$ cat config.mk
export PLATFORM = sky130hd
export DESIGN_NAME = hnotify_rx
export DESIGN_NICKNAME = d
export VERILOG_FILES = /design/src/rtl/hn_pkg.sv /design/src/rtl/hn_busev.sv /design/src/rtl/hn_proto.sv /design/src/rtl/hn_regs.sv /design/src/rtl/hnotify_rx.sv
export SDC_FILE = /design/constraint.sdc
export NUM_CORES = 1
export LEC_CHECK = 0
export ABC_AREA = 1
export ABC_CLOCK_PERIOD_IN_PS = 1480
export BUFFER_PORTS_ARGS = -buffer_cell sky130_fd_sc_hd__buf_2
export CORE_MARGIN = 1.5
export CORE_UTILIZATION = 51
export CTS_BUF_LIST = sky130_fd_sc_hd__clkbuf_8 sky130_fd_sc_hd__clkbuf_16
export DETAILED_ROUTE_END_ITERATION = 7
export PLACE_DENSITY = 0.76
export SLEW_MARGIN = 20
export SYNTH_ARGS = -nofsm -noshare
export SYNTH_HDL_FRONTEND = slang
export SYNTH_SLANG_ARGS = --single-unit
$ cat constraint.sdc
create_clock -name clk -period 1.48 [get_ports clk]
set_clock_uncertainty 0.2 [all_clocks]
set_input_delay 0.074 -clock clk [delete_from_list [all_inputs] [get_ports clk]]
set_output_delay 0.074 -clock clk [all_outputs]
set_load 0.005 [all_outputs]
$ cat src/rtl/hn_pkg.sv
package hn_pkg;

  // Target address of the Host Notify message (7-bit form)
  localparam logic [6:0] HOST_ADDR_DEF = 7'b0001000;

  // Receiver state
  typedef enum logic [2:0] {
    PS_IDLE,   // bus free or not addressed
    PS_RX,     // shifting in a byte
    PS_ACKW,   // byte taken, waiting for SCL low to drive ACK
    PS_ACKD,   // driving ACK, released on next SCL fall
    PS_DONE,   // all bytes acknowledged, waiting for stop
    PS_SKIP    // not for this block, wait for next start/stop
  } pst_e;

endpackage

$ cat src/rtl/hn_busev.sv
module hn_busev (
  input  logic clk,
  input  logic rst,
  input  logic scl_i,
  input  logic sda_i,
  output logic start_o,
  output logic stop_o,
  output logic rise_o,
  output logic fall_o
);

  logic scl_d;
  logic sda_d;

  always_ff @(posedge clk) begin
    if (rst) begin
      scl_d <= 1'b1;
      sda_d <= 1'b1;
    end else begin
      scl_d <= scl_i;
      sda_d <= sda_i;
    end
  end

  // SDA moving while SCL stays high marks start (falling) or stop (rising)
  assign start_o = scl_i & scl_d & sda_d & ~sda_i;
  assign stop_o  = scl_i & scl_d & ~sda_d & sda_i;
  assign rise_o  = scl_i & ~scl_d;
  assign fall_o  = ~scl_i & scl_d;

endmodule

$ cat src/rtl/hn_proto.sv
module hn_proto
  import hn_pkg::*;
#(
  parameter int          BYTE_W    = 8,
  parameter logic [6:0]  HOST_ADDR = HOST_ADDR_DEF
) (
  input  logic              clk,
  input  logic              rst,
  input  logic              sda_i,
  input  logic              start_i,
  input  logic              stop_i,
  input  logic              rise_i,
  input  logic              fall_i,
  input  logic              busy_i,
  output logic              drv_o,
  output logic              commit_o,
  output logic [BYTE_W-2:0] sh_addr_o,
  output logic [BYTE_W-1:0] sh_lo_o,
  output logic [BYTE_W-1:0] sh_hi_o
);

  localparam int CNT_W  = $clog2(BYTE_W);
  localparam int NBYTES = 4;
  localparam int BIDX_W = $clog2(NBYTES);
  localparam logic [CNT_W-1:0]  LAST_BIT  = CNT_W'(BYTE_W - 1);
  localparam logic [BIDX_W-1:0] LAST_BYTE = BIDX_W'(NBYTES - 1);

  pst_e              st;
  logic [CNT_W-1:0]  cnt;
  logic [BIDX_W-1:0] bidx;
  logic [BYTE_W-2:0] sh;
  logic [BYTE_W-1:0] nb;

  assign nb = {sh, sda_i};

  always_ff @(posedge clk) begin
    if (rst) begin
      st        <= PS_IDLE;
      cnt       <= '0;
      bidx      <= '0;
      sh        <= '0;
      drv_o     <= 1'b0;
      commit_o  <= 1'b0;
      sh_addr_o <= '0;
      sh_lo_o   <= '0;
      sh_hi_o   <= '0;
    end else begin
      commit_o <= 1'b0;
      if (start_i) begin
        st    <= PS_RX;
        cnt   <= '0;
        bidx  <= '0;
        drv_o <= 1'b0;
      end else if (stop_i) begin
        if (st == PS_DONE) commit_o <= 1'b1;
        st    <= PS_IDLE;
        drv_o <= 1'b0;
      end else begin
        case (st)
          PS_RX: if (rise_i) begin
            sh  <= nb[BYTE_W-2:0];
            cnt <= cnt + 1'b1;
            if (cnt == LAST_BIT) begin
              st <= PS_ACKW;
              case (bidx)
                2'd0: if (nb[BYTE_W-1:1] != HOST_ADDR || nb[0] || busy_i)
                        st <= PS_SKIP;
                2'd1: sh_addr_o <= nb[BYTE_W-1:1];
                2'd2: sh_lo_o   <= nb;
                default: sh_hi_o <= nb;
              endcase
            end
          end
          PS_ACKW: if (fall_i) begin
            drv_o <= 1'b1;
            st    <= PS_ACKD;
          end
          PS_ACKD: if (fall_i) begin
            drv_o <= 1'b0;
            cnt   <= '0;
            if (bidx == LAST_BYTE) begin
              st <= PS_DONE;
            end else begin
              bidx <= bidx + 1'b1;
              st   <= PS_RX;
            end
          end
          default: ;
        endcase
      end
    end
  end


  commit_after_done_chk: assert property (@(posedge clk) disable iff (rst)
    commit_o |-> ($past(st) == PS_DONE));

endmodule

$ cat src/rtl/hn_regs.sv
module hn_regs #(
  parameter int BYTE_W = 8
) (
  input  logic              clk,
  input  logic              rst,
  input  logic              commit_i,
  input  logic [BYTE_W-2:0] sh_addr_i,
  input  logic [BYTE_W-1:0] sh_lo_i,
  input  logic [BYTE_W-1:0] sh_hi_i,
  input  logic              clr_i,
  input  logic              en_i,
  input  logic              sel_i,
  output logic [BYTE_W-2:0] addr_o,
  output logic [BYTE_W-1:0] lo_o,
  output logic [BYTE_W-1:0] hi_o,
  output logic              sts_o,
  output logic              irq_o,
  output logic              smi_o
);

  always_ff @(posedge clk) begin
    if (rst) begin
      addr_o <= '0;
      lo_o   <= '0;
      hi_o   <= '0;
      sts_o  <= 1'b0;
      irq_o  <= 1'b0;
      smi_o  <= 1'b0;
    end else begin
      if (commit_i) begin
        addr_o <= sh_addr_i;
        lo_o   <= sh_lo_i;
        hi_o   <= sh_hi_i;
      end
      // clear wins over a same-cycle set
      if (clr_i)         sts_o <= 1'b0;
      else if (commit_i) sts_o <= 1'b1;
      irq_o <= sts_o & en_i & ~sel_i;
      smi_o <= sts_o & en_i & sel_i;
    end
  end


  set_on_commit_chk: assert property (@(posedge clk) disable iff (rst)
    (commit_i && !clr_i) |=> sts_o);

  clr_wins_chk: assert property (@(posedge clk) disable iff (rst)
    clr_i |=> !sts_o);

  hold_visible_chk: assert property (@(posedge clk) disable iff (rst)
    !commit_i |=> ($stable(addr_o) && $stable(lo_o) && $stable(hi_o)));

  no_commit_when_busy_chk: assert property (@(posedge clk) disable iff (rst)
    commit_i |-> !sts_o);

endmodule

$ cat src/rtl/hnotify_rx.sv
module hnotify_rx
  import hn_pkg::*;
#(
  parameter int         BYTE_W    = 8,
  parameter logic [6:0] HOST_ADDR = HOST_ADDR_DEF
) (
  input  logic              clk,
  input  logic              rst,
  input  logic              scl_i,
  input  logic              sda_i,
  output logic              sda_pull_o,
  input  logic              sts_clr_i,
  input  logic              irq_en_i,
  input  logic              smi_sel_i,
  output logic [BYTE_W-2:0] dev_addr_o,
  output logic [BYTE_W-1:0] data_lo_o,
  output logic [BYTE_W-1:0] data_hi_o,
  output logic              sts_o,
  output logic              irq_o,
  output logic              smi_o
);

  logic              start_w, stop_w, rise_w, fall_w;
  logic              commit_w;
  logic [BYTE_W-2:0] sh_addr_w;
  logic [BYTE_W-1:0] sh_lo_w, sh_hi_w;

  hn_busev u_busev (
    .clk     (clk),
    .rst     (rst),
    .scl_i   (scl_i),
    .sda_i   (sda_i),
    .start_o (start_w),
    .stop_o  (stop_w),
    .rise_o  (rise_w),
    .fall_o  (fall_w)
  );

  hn_proto #(.BYTE_W(BYTE_W), .HOST_ADDR(HOST_ADDR)) u_proto (
    .clk       (clk),
    .rst       (rst),
    .sda_i     (sda_i),
    .start_i   (start_w),
    .stop_i    (stop_w),
    .rise_i    (rise_w),
    .fall_i    (fall_w),
    .busy_i    (sts_o),
    .drv_o     (sda_pull_o),
    .commit_o  (commit_w),
    .sh_addr_o (sh_addr_w),
    .sh_lo_o   (sh_lo_w),
    .sh_hi_o   (sh_hi_w)
  );

  hn_regs #(.BYTE_W(BYTE_W)) u_regs (
    .clk       (clk),
    .rst       (rst),
    .commit_i  (commit_w),
    .sh_addr_i (sh_addr_w),
    .sh_lo_i   (sh_lo_w),
    .sh_hi_i   (sh_hi_w),
    .clr_i     (sts_clr_i),
    .en_i      (irq_en_i),
    .sel_i     (smi_sel_i),
    .addr_o    (dev_addr_o),
    .lo_o      (data_lo_o),
    .hi_o      (data_hi_o),
    .sts_o     (sts_o),
    .irq_o     (irq_o),
    .smi_o     (smi_o)
  );


  pull_scl_low_chk: assert property (@(posedge clk) disable iff (rst)
    ($rose(sda_pull_o) || $fell(sda_pull_o)) |-> !scl_i);

  one_request_chk: assert property (@(posedge clk) disable iff (rst)
    $onehot0({irq_o, smi_o}));

endmodule

# After elaboration in Yosys (flattened, before gate mapping)
# Index checks and enable logic that the tools add are counted.
op_classes:
  bitwise: 19
  muxes: 17
  n_eq_ne: 17
  n_reduce_logical: 21
  n_addsub: 2
op_table:
  columns: ["op", "count"]
  rows:
  - ["$mux 3", 9]
  - ["$reduce_and 6->1", 3]
  - ["$ne 4x4->1 const B", 3]
  - ["$reduce_and 4->1", 3]
  - ["$and 1x1->1", 10]
  - ["$reduce_and 5->1", 2]
  - ["$not 1->1", 9]
  - ["$pmux 3 s3", 1]
  - ["$reduce_or 3->1", 3]
  - ["$ne 7x4->1 const B", 1]
  - ["$eq 3x2->1 const B", 2]
  - ["$eq 3x3->1 const B", 2]
  - ["$ne 2x2->1 const B", 3]
  - ["$pmux 3 s2", 1]
  - ["$mux 1", 5]
  - ["$reduce_bool 5->1", 1]
  - ["$eq 2x2->1 const B", 2]
  - ["$ne 4x3->1 const B", 1]
  - ["$reduce_bool 2->1", 2]
  - ["$reduce_or 2->1", 2]
  - ["$add 3x1->3 const B", 1]
  - ["$eq 3x1->1 const B", 1]
  - ["$reduce_and 3->1", 1]
  - ["$reduce_bool 3->1", 1]
  - ["6 further kinds", 7]
totals:
  register_bits: 68

# Longest topological paths before layout
# Gate-level depths: netlist of the first run.
depth:
  ltp_word: 10
  ltp_mapped: 8
  mapped_depth_nobuf: 8

# Hierarchy
# Synthesis of the first run repeated with hierarchy kept, for this count alone.
hier_totals:
  hier_cells: 396
  hier_area_um2: 2867.8
by_module_without_submodules:
  columns: ["mod", "n_inst", "area_each_um2", "cells_each"]
  rows:
  - ["hn_proto", 1, 1727.9, 225]
  - ["hn_regs", 1, 1047.3, 155]
  - ["hn_busev", 1, 92.6, 16]

# Least setup slack after synthesis of the first run
# OpenSTA, ideal clock, no wires.
synth_timing:
  path_kind: "reg-to-reg"
  startpoint: "register u_proto.cnt[0]"
  endpoint: "register u_proto.sh_lo_o[6]"
  t_arrival_ps: 1259
  path_buffers: 1
  synth_period_minus_slack_ps: 1576
  path_stages_with_launch: 9
  slack_ps: -96
  cell_sequence: "dfxtp_1 -> ha_1 -> ha_1 -> nand3_4 -> nor2_8 -> nand2_4 -> buf_6 -> o21ai_1 -> a21oi_1"
synth_via:
  elab_chain_cells: 2
synth_rtl:
  columns: ["element", "line_no", "text"]
  rows:
  - ["start, declared", "hn_proto.sv:29", "logic [CNT_W-1:0] cnt;"]
  - ["start signal, assigned", "hn_proto.sv:62", "cnt <= cnt + 1'b1;"]
  - ["$eq 3x3->1", "hn_proto.sv:63", "if (cnt == LAST_BIT) begin"]
  - ["$reduce_and 6->1 (no source line)", null, null]
  - ["end signal, assigned", "hn_proto.sv:69", "2'd2: sh_lo_o <= nb;"]
  - ["end, declared", "hn_proto.sv:18", "output logic [BYTE_W-1:0] sh_lo_o,"]
# Every way passes these cells.
# A chain may end at the register's enable or synchronous reset.

# Worst setup path after layout of the first run
layout_timing:
  startpoint: "register u_proto.cnt[0]"
  endpoint: "register u_proto.sh_lo_o[4]"
# The elaborated chain is that of the path after synthesis.

==> results.ini, run 1 <==
[sta]
fin_worst_hold_slack_ns = 0.0425
unrepaired_setup_endpoints_after_global_routing = true
timing_max_transition_violations_final = 0
final_min_period_over_clock_period_pct = 108
timing.final.crit_period_ns = 1.60
fin_ws_ns = -0.120
timing.final.setup_violations = 27
timing.slew.headroom_pct = 71.1
finalHoldViolations = 0
achievable-frequency_ghz = 0.625
worstMarginPinSlew_ns = 0.434

[layout]
post_route_cells_drive_above_1_share_pct = 31.3
n_fill_cell = 415
final_core_utilization_pct = 68.5
finalNonFillerCells = 457
final_net_count = 396
finish.instance_area_um2 = 3480
n_antenna_cell = 0
area_added_between_synthesis_and_finish_pct = 30.1

[drt]
wl_per_cell_um = 13.1
dr_total_vias = 2331
totalWireLength_mm = 6.00
route.detailed.drc = 0
drt_iter0_drc = 71
vias_per_cell = 5.10
drt.antenna.violating_nets = 0
drt_pre_antenna_iters = 4

[synth]
synth-edff-count = 0
synth.cell_area_um2 = 2670
synth.yosys.warnings = 0
avgSynthCellArea_um2 = 8.27
netlist_top_cells_count = dfxtp_1, o21ai_0, a21oi_1, nor2_1, inv_1
synthFlopType = dfxtp_1
yosysSeqAreaShare_pct = 51.0
yosys_register_bits = 68
netlist.top_cell.by_area = dfxtp_1
syn-instance-count = 323
yosys.cell_types.count = 27
post_synth_main_area_contributors = dfxtp_1, o21ai_0, a21oi_1, nor2_1, inv_1
synth_nets = 337
async_set_reset_flop_share_out_of_synthesis_pct = 0
synthDominantCellAreaShare_pct = 51.0
post-synth-top-count-cell = dfxtp_1

[cts]
clock_latency_ns = 0.35
cts-buffers-inserted = 9
ctsHtreeMaxLevel = 3
clk_pin_slew_worst_paths_ns = 0.07
cts-root-buf = clkbuf_8
cts_tree = done
clock_sinks = 68
cts.path.max_buffers = 2

[floorplanning]
core-area_um2 = 5070
dieWidth_um = 75.4
floorplan.io_pins = 34
initial_utilization_pct = 52.6
die_outline_area_um2 = 5680
dieHeight_um = 75.4
num_rows = 26

[grt]
grt_first_pass_wirelength_mm = 9.30
number_of_global_route_vias_before_repair = 2044
grt_overflow = 0
antenna_found_initial = 0
grtUsageTotal_pct = 22.4
grt_max_degree = 56

[pwr]
cellPowerDensity_nw_per_um2 = 1070
vdd_drop_max_uv = 598
p_leak_nw = 1.57

[run_status]
violations_in_the_final_reports = negative setup slack
outcome = complete, but fails checks

[setup_path]
critical_path_class = reg -> reg
crit_required_ns = 1.56
worst_setup_path_end_kind = flop
cp_max_fo = 6
worstPathArrival_ns = 1.68
startpoint_class = flop

[placement]
place_worst_setup_slack_ns = -0.134
place_hpwl_mm = 3.79
dp.cells = 429
post_dp_cell_area_um2 = 3020
io_buffer_count = 33
globalplace.congestion = 0.900

[flow_run]
cap_viol_max_count = 0

[worst_hold_path]
min-delay-path-class = in -> reg

[layout by cell type, fill, tap and decap left out, types with 2 or more instances in the layout]
cell            n
nand2_4         3
dlygate4sd3_1   6
o21ai_2        11
nand2_1        24
buf_2          33
buf_6           3
nor2_1         34
a211oi_1        2
nor3_1          4
o21ai_0        34
nor2_4          3
ha_4            2
a21oi_2         9
nand4_1         3
nor2_2          4
ha_1            5
dfxtp_1        61
a22oi_1         2
bufinv_16       2
inv_1          35
nand3_1         5
clkbuf_8       11
inv_2           5
o21ai_1        11
dfxtp_2         7
nand2_2         2
buf_4          18
a21oi_1        39
[cells by family (layout without fill, tap and decap cells)]
kind of cell / after synthesis / after routing / share of synthesized area, %
AOI/OAI and AO/OA: 109 / 109 / 21.5
and+or+nand+nor: 86 / 87 / 15.9
DFF: 68 / 68 / 51.0
buffers and inverters: 53 / 116 / 8.38
adders and majority gates: 7 / 7 / 3.28
[final timing paths]
kind,from,to,slack (ns),depth (start not counted)
max,u_proto.cnt[0],u_proto.sh_lo_o[4],-0.12,7
min,scl_i,u_busev.scl_d,0.04,4
max reg2reg,u_proto.cnt[0],u_proto.sh_lo_o[4],-0.12,7
min reg2reg,u_proto.st[0],u_proto.drv_o,0.25,1
[cell type report]
type	count	area (µm²)	share of cell area, %
Tap cell	70	87.6	2.52
Inverter	38	143	4.10
Clock inverter	5	76.3	2.20
Timing Repair Buffer	62	427	12.3
Sequential cell	68	1370	39.4
Clock buffer	11	151	4.36
Multi-Input combinational cell	203	1220	35.1
[worst max-delay path, stage by stage, from the launching register on]
cell     delay [ns]
dfxtp_2        0.36
ha_4           0.14
ha_4           0.13
nand3_4        0.11
nor2_8         0.21
nand2_4        0.12
buf_6          0.14
a21oi_2        0.12
[stage by stage]
stage          setup TNS [ns]  total power [mW]
3_5_place_dp            -1.22              2.02
4_1_cts                 -1.18              3.73
5_1_grt                 -4.08              3.84
6_report                -2.09              3.72
2_1_floorplan          -0.447              1.97
3_3_place_gp           -0.329              2.01
[metal layers]
layer	track usage (%)	vias to the layer above	part of all wire, %
li1	-	1192	-
met1	26.8	1079	44
met2	37.4	51	50
met3	6.75	9	4.1
met4	9.52	0	1.6
met5	0	-	0
[state kept, by name, indices dropped and copies added (netlist names)]
signal and flops:
u_proto.sh_hi_o 8, u_proto.sh_lo_o 8, u_regs.hi_o 8, u_regs.lo_o 8, u_proto.sh 7, u_proto.sh_addr_o 7
u_regs.addr_o 7, u_proto.cnt 3, u_proto.st 3, u_proto.bidx 2, u_busev.scl_d 1, u_busev.sda_d 1
u_proto.commit_o 1, u_proto.drv_o 1, u_regs.irq_o 1, u_regs.smi_o 1, u_regs.sts_o 1
[timing repair]
item | 4_1_cts | 5_1_grt
gates cloned | 1 | 0
hold endpoints to repair | 17 | 0
setup endpoints to repair | 27 | 40
setup buffers | 0 | 4
resized for setup | 20 | 31
pin swaps | 5 | 5
hold buffers | 7 | 0
[power breakdown]
part / internal (mW) / switching, mW / total, mW
Clock: 1.03 / 0.684 / 1.72
Combinational: 0.0625 / 0.0957 / 0.158
Sequential: 1.84 / 0.0105 / 1.85
Total: 2.93 / 0.791 / 3.72
No activity file was read; power rests on OpenSTA's default activity.
==> inputs of run 2 (changes only) <==
--- a/config.mk
+++ b/config.mk
@@ -5,7 +5,7 @@
 export SDC_FILE = /design/constraint.sdc
 export NUM_CORES = 1
 export LEC_CHECK = 0
-export ABC_AREA = 1
+export ABC_AREA = 0
 export ABC_CLOCK_PERIOD_IN_PS = 1480
 export BUFFER_PORTS_ARGS = -buffer_cell sky130_fd_sc_hd__buf_2
 export CORE_MARGIN = 1.5
==> run 2 against run 1 <==
Net effect: largest cell class unchanged; sequential share of layout area down 0.76 points; first-iteration DRC count increased by 58%; worst setup slack lost 0.15 ns; die area shrank 0.45%; critical path depth fell by 3; non-clock buffer count rose by 11; synthesized cell count decreased by 20%; the flow finishes with violations (negative hold slack, negative setup slack); maximum frequency down 8.3%; largest power group unchanged; register-to-register slack worse by 0.15 ns.
==> results.ini, run 2 <==
[sta]
timing.slew.headroom_pct = 66.9  ; was 71.1%
timing.final.setup_violations = 35  ; was 27
timing.final.crit_period_ns = 1.75  ; was 1.60 ns
timing_max_transition_violations_final = 0  ; unchanged
worstMarginPinSlew_ns = 0.495  ; was 0.434 ns
achievable-frequency_ghz = 0.573  ; was 0.625 GHz
fin_ws_ns = -0.265  ; was -0.120 ns
finalHoldViolations = 1  ; was 0
final_min_period_over_clock_period_pct = 118  ; was 108%
setup-tns-final_ns = -5.57  ; was -2.09 ns
fin_worst_hold_slack_ns = -0.00534  ; was 0.0425 ns
unrepaired_setup_endpoints_after_global_routing = true  ; unchanged

[cts]
cts_tree = done  ; unchanged
cts.path.max_buffers = 2  ; unchanged
cts-buffers-inserted = 9  ; unchanged
clk_pin_slew_worst_paths_ns = 0.07  ; about the same
ctsHtreeMaxLevel = 3  ; unchanged
cts-root-buf = clkbuf_8  ; unchanged
clock_latency_ns = 0.34  ; was 0.35 ns
clock_sinks = 68  ; unchanged

[synth]
synth.yosys.warnings = 0  ; unchanged
yosys.cell_types.count = 39  ; was 27
synthDominantCellAreaShare_pct = 51.2  ; was 51.0%
yosys_register_bits = 68  ; unchanged
async_set_reset_flop_share_out_of_synthesis_pct = 0  ; unchanged
synth_nets = 274  ; was 337
synthFlopType = dfxtp_1  ; unchanged
post-synth-top-count-cell = dfxtp_1  ; unchanged
synth-edff-count = 0  ; unchanged
post_synth_main_area_contributors = dfxtp_1, mux2i_1, nor2_1, ha_1, nand2_1  ; was dfxtp_1, o21ai_0, a21oi_1, nor2_1, inv_1
netlist.top_cell.by_area = dfxtp_1  ; unchanged
netlist_top_cells_count = dfxtp_1, nor2_1, mux2i_1, nand2_1, clkbuf_1  ; was dfxtp_1, o21ai_0, a21oi_1, nor2_1, inv_1
synth.cell_area_um2 = 2660  ; was 2670 µm²
avgSynthCellArea_um2 = 10.2  ; was 8.27 µm²
yosysSeqAreaShare_pct = 51.2  ; was 51.0%
syn-instance-count = 260  ; was 323

[grt]
grt_first_pass_wirelength_mm = 8.76  ; was 9.30 mm
number_of_global_route_vias_before_repair = 1831  ; was 2044
antenna_found_initial = 0  ; unchanged
grtUsageTotal_pct = 21.3  ; was 22.4%
grt_max_degree = 31  ; was 56
grt_overflow = 0  ; unchanged

[drt]
drt.antenna.violating_nets = 0  ; unchanged
totalWireLength_mm = 5.70  ; was 6.00 mm
drt_pre_antenna_iters = 4  ; unchanged
route.detailed.drc = 0  ; unchanged
dr_total_vias = 2090  ; was 2331
wl_per_cell_um = 14.0  ; was 13.1 µm
drt_iter0_drc = 112  ; was 71
vias_per_cell = 5.15  ; was 5.10

[setup_path]
critical_path_class = reg -> reg  ; unchanged
startpoint_class = flop  ; unchanged
worst_setup_path_end_kind = flop  ; unchanged
cp_max_fo = 3  ; was 6
worstPathArrival_ns = 1.77  ; was 1.68 ns
crit_required_ns = 1.51  ; was 1.56 ns

[layout]
post_route_cells_drive_above_1_share_pct = 36.3  ; was 31.3%
mostFrequentLayoutCell = dfxtp_1  ; unchanged
area_added_between_synthesis_and_finish_pct = 33.8  ; was 30.1%
final_net_count = 345  ; was 396
n_fill_cell = 395  ; was 415
final_cell_mix = dfxtp_1, nor2_1, mux2i_1  ; was dfxtp_1, a21oi_1, inv_1
finish.instance_area_um2 = 3560  ; was 3480 µm²
n_antenna_cell = 0  ; unchanged

[floorplanning]
initial_utilization_pct = 52.4  ; was 52.6%
num_rows = 26  ; unchanged
dieWidth_um = 75.2  ; was 75.4 µm
dieHeight_um = 75.2  ; was 75.4 µm
core-area_um2 = 5070  ; unchanged
floorplan.io_pins = 34  ; unchanged
die_outline_area_um2 = 5660  ; was 5680 µm²

[run_status]
violations_in_the_final_reports = negative hold slack, negative setup slack  ; was negative setup slack
outcome = complete, but fails checks  ; unchanged

[pwr]
vdd_drop_max_uv = 939  ; was 598 µV
cellPowerDensity_nw_per_um2 = 930  ; was 1070 nW/µm²
p_leak_nw = 1.62  ; was 1.57 nW

[worst_hold_path]
min-delay-path-class = in -> reg  ; unchanged

[flow_run]
cap_viol_max_count = 0  ; unchanged

[placement]
io_buffer_count = 33  ; unchanged
globalplace.congestion = 0.788  ; was 0.900
post_dp_cell_area_um2 = 3190  ; was 3020 µm²
place_hpwl_mm = 3.77  ; was 3.79 mm

[run 2: cell count changes in the layout (fill, tap and decap cells not counted), sizes merged, moves of 10 or more]
cell,before,now
buf,55,65
inv,40,3
nand2,30,16
a21oi,48,8
o21ai,57,2
mux2i,0,48
nor2,42,55
[run 2: routing by layer]
layer  part of all wire, %  wire length (µm)  GRT usage [%]  vias to the layer above
met4                   2.4               136           9.52                        0
met3                   3.5               199           4.42                       10
met2                    46              2640           32.9                       47
met1                    48              2720           29.0                     1002
li1                      -                 -              -                     1031
met5                     0                 0              0                        -
[run 2: metrics by stage]
step | power [mW] | cells | hold slack (ns) | setup WS, ns | util, %
final | 3.31 | 406 | -0.00534 | -0.265 | 70.1
after detailed placement | 1.98 | 381 | 0.0573 | -0.265 | 62.8
after global placement | 1.98 | 381 | 0.0500 | -0.239 | 62.8
after global routing | 3.43 | 406 | 0.0176 | -0.296 | 70.1
after floorplan | 1.94 | 260 | -0.0492 | -0.265 | -
after CTS | 3.33 | 407 | -0.0361 | -0.262 | 68.8
[run 2: worst paths after layout]
check | cells after the start | slack [ns] | start | to
hold / removal | 3 | -0.005 | rst | u_proto.bidx[0]
setup reg to reg | 4 | -0.27 | u_proto.sh[4] | u_proto.st[2]
setup / recovery | 4 | -0.27 | u_proto.sh[4] | u_proto.st[2]
hold reg to reg | 2 | 0.29 | u_regs.lo_o[6] | u_regs.lo_o[6]
[run 2: worst max-delay path, stage by stage, from the launching register on]
cell     delay (ns)
dfxtp_2        0.32
or4b_4         0.54
o41ai_4        0.29
o21ai_2        0.08
o221a_1        0.21
[run 2: final cells by class]
cell class | instances | area, µm² | share of cell area (%)
clock inverter | 7 | 52.6 | 1.48
multi-input combinational | 177 | 1360 | 38.3
tap | 70 | 87.6 | 2.46
inverter | 2 | 7.51 | 0.211
clock buffer | 9 | 124 | 3.48
sequential | 68 | 1380 | 38.7
timing repair buffer | 73 | 547 | 15.4
[run 2: cells by family after synthesis]
family	synth area share [%]
AO/OA/AOI/OAI	5.84
XOR/XNOR	0.659
adder cells (fa/ha/maj)	3.29
buffers and inverters	2.26
flip-flops	51.2
multiplexers	18.1
AND/OR/NAND/NOR	18.7
[run 2: power breakdown]
| group | total, mW | switching (mW) | leakage (nW) | internal (mW) |
|---|---|---|---|---|
| registers | 1.84 | 0.00721 | 0.552 | 1.83 |
| clock network | 1.34 | 0.722 | 0.0896 | 0.615 |
| logic | 0.130 | 0.0705 | 0.979 | 0.0597 |
[run 2: repair_timing]
item	in CTS	in global routing
pin swaps	10	10
hold buffers	9	0
buffers inserted	1	0
setup endpoints to repair	39	40
gates resized for setup	9	20
endpoints found under the hold margin	23	0
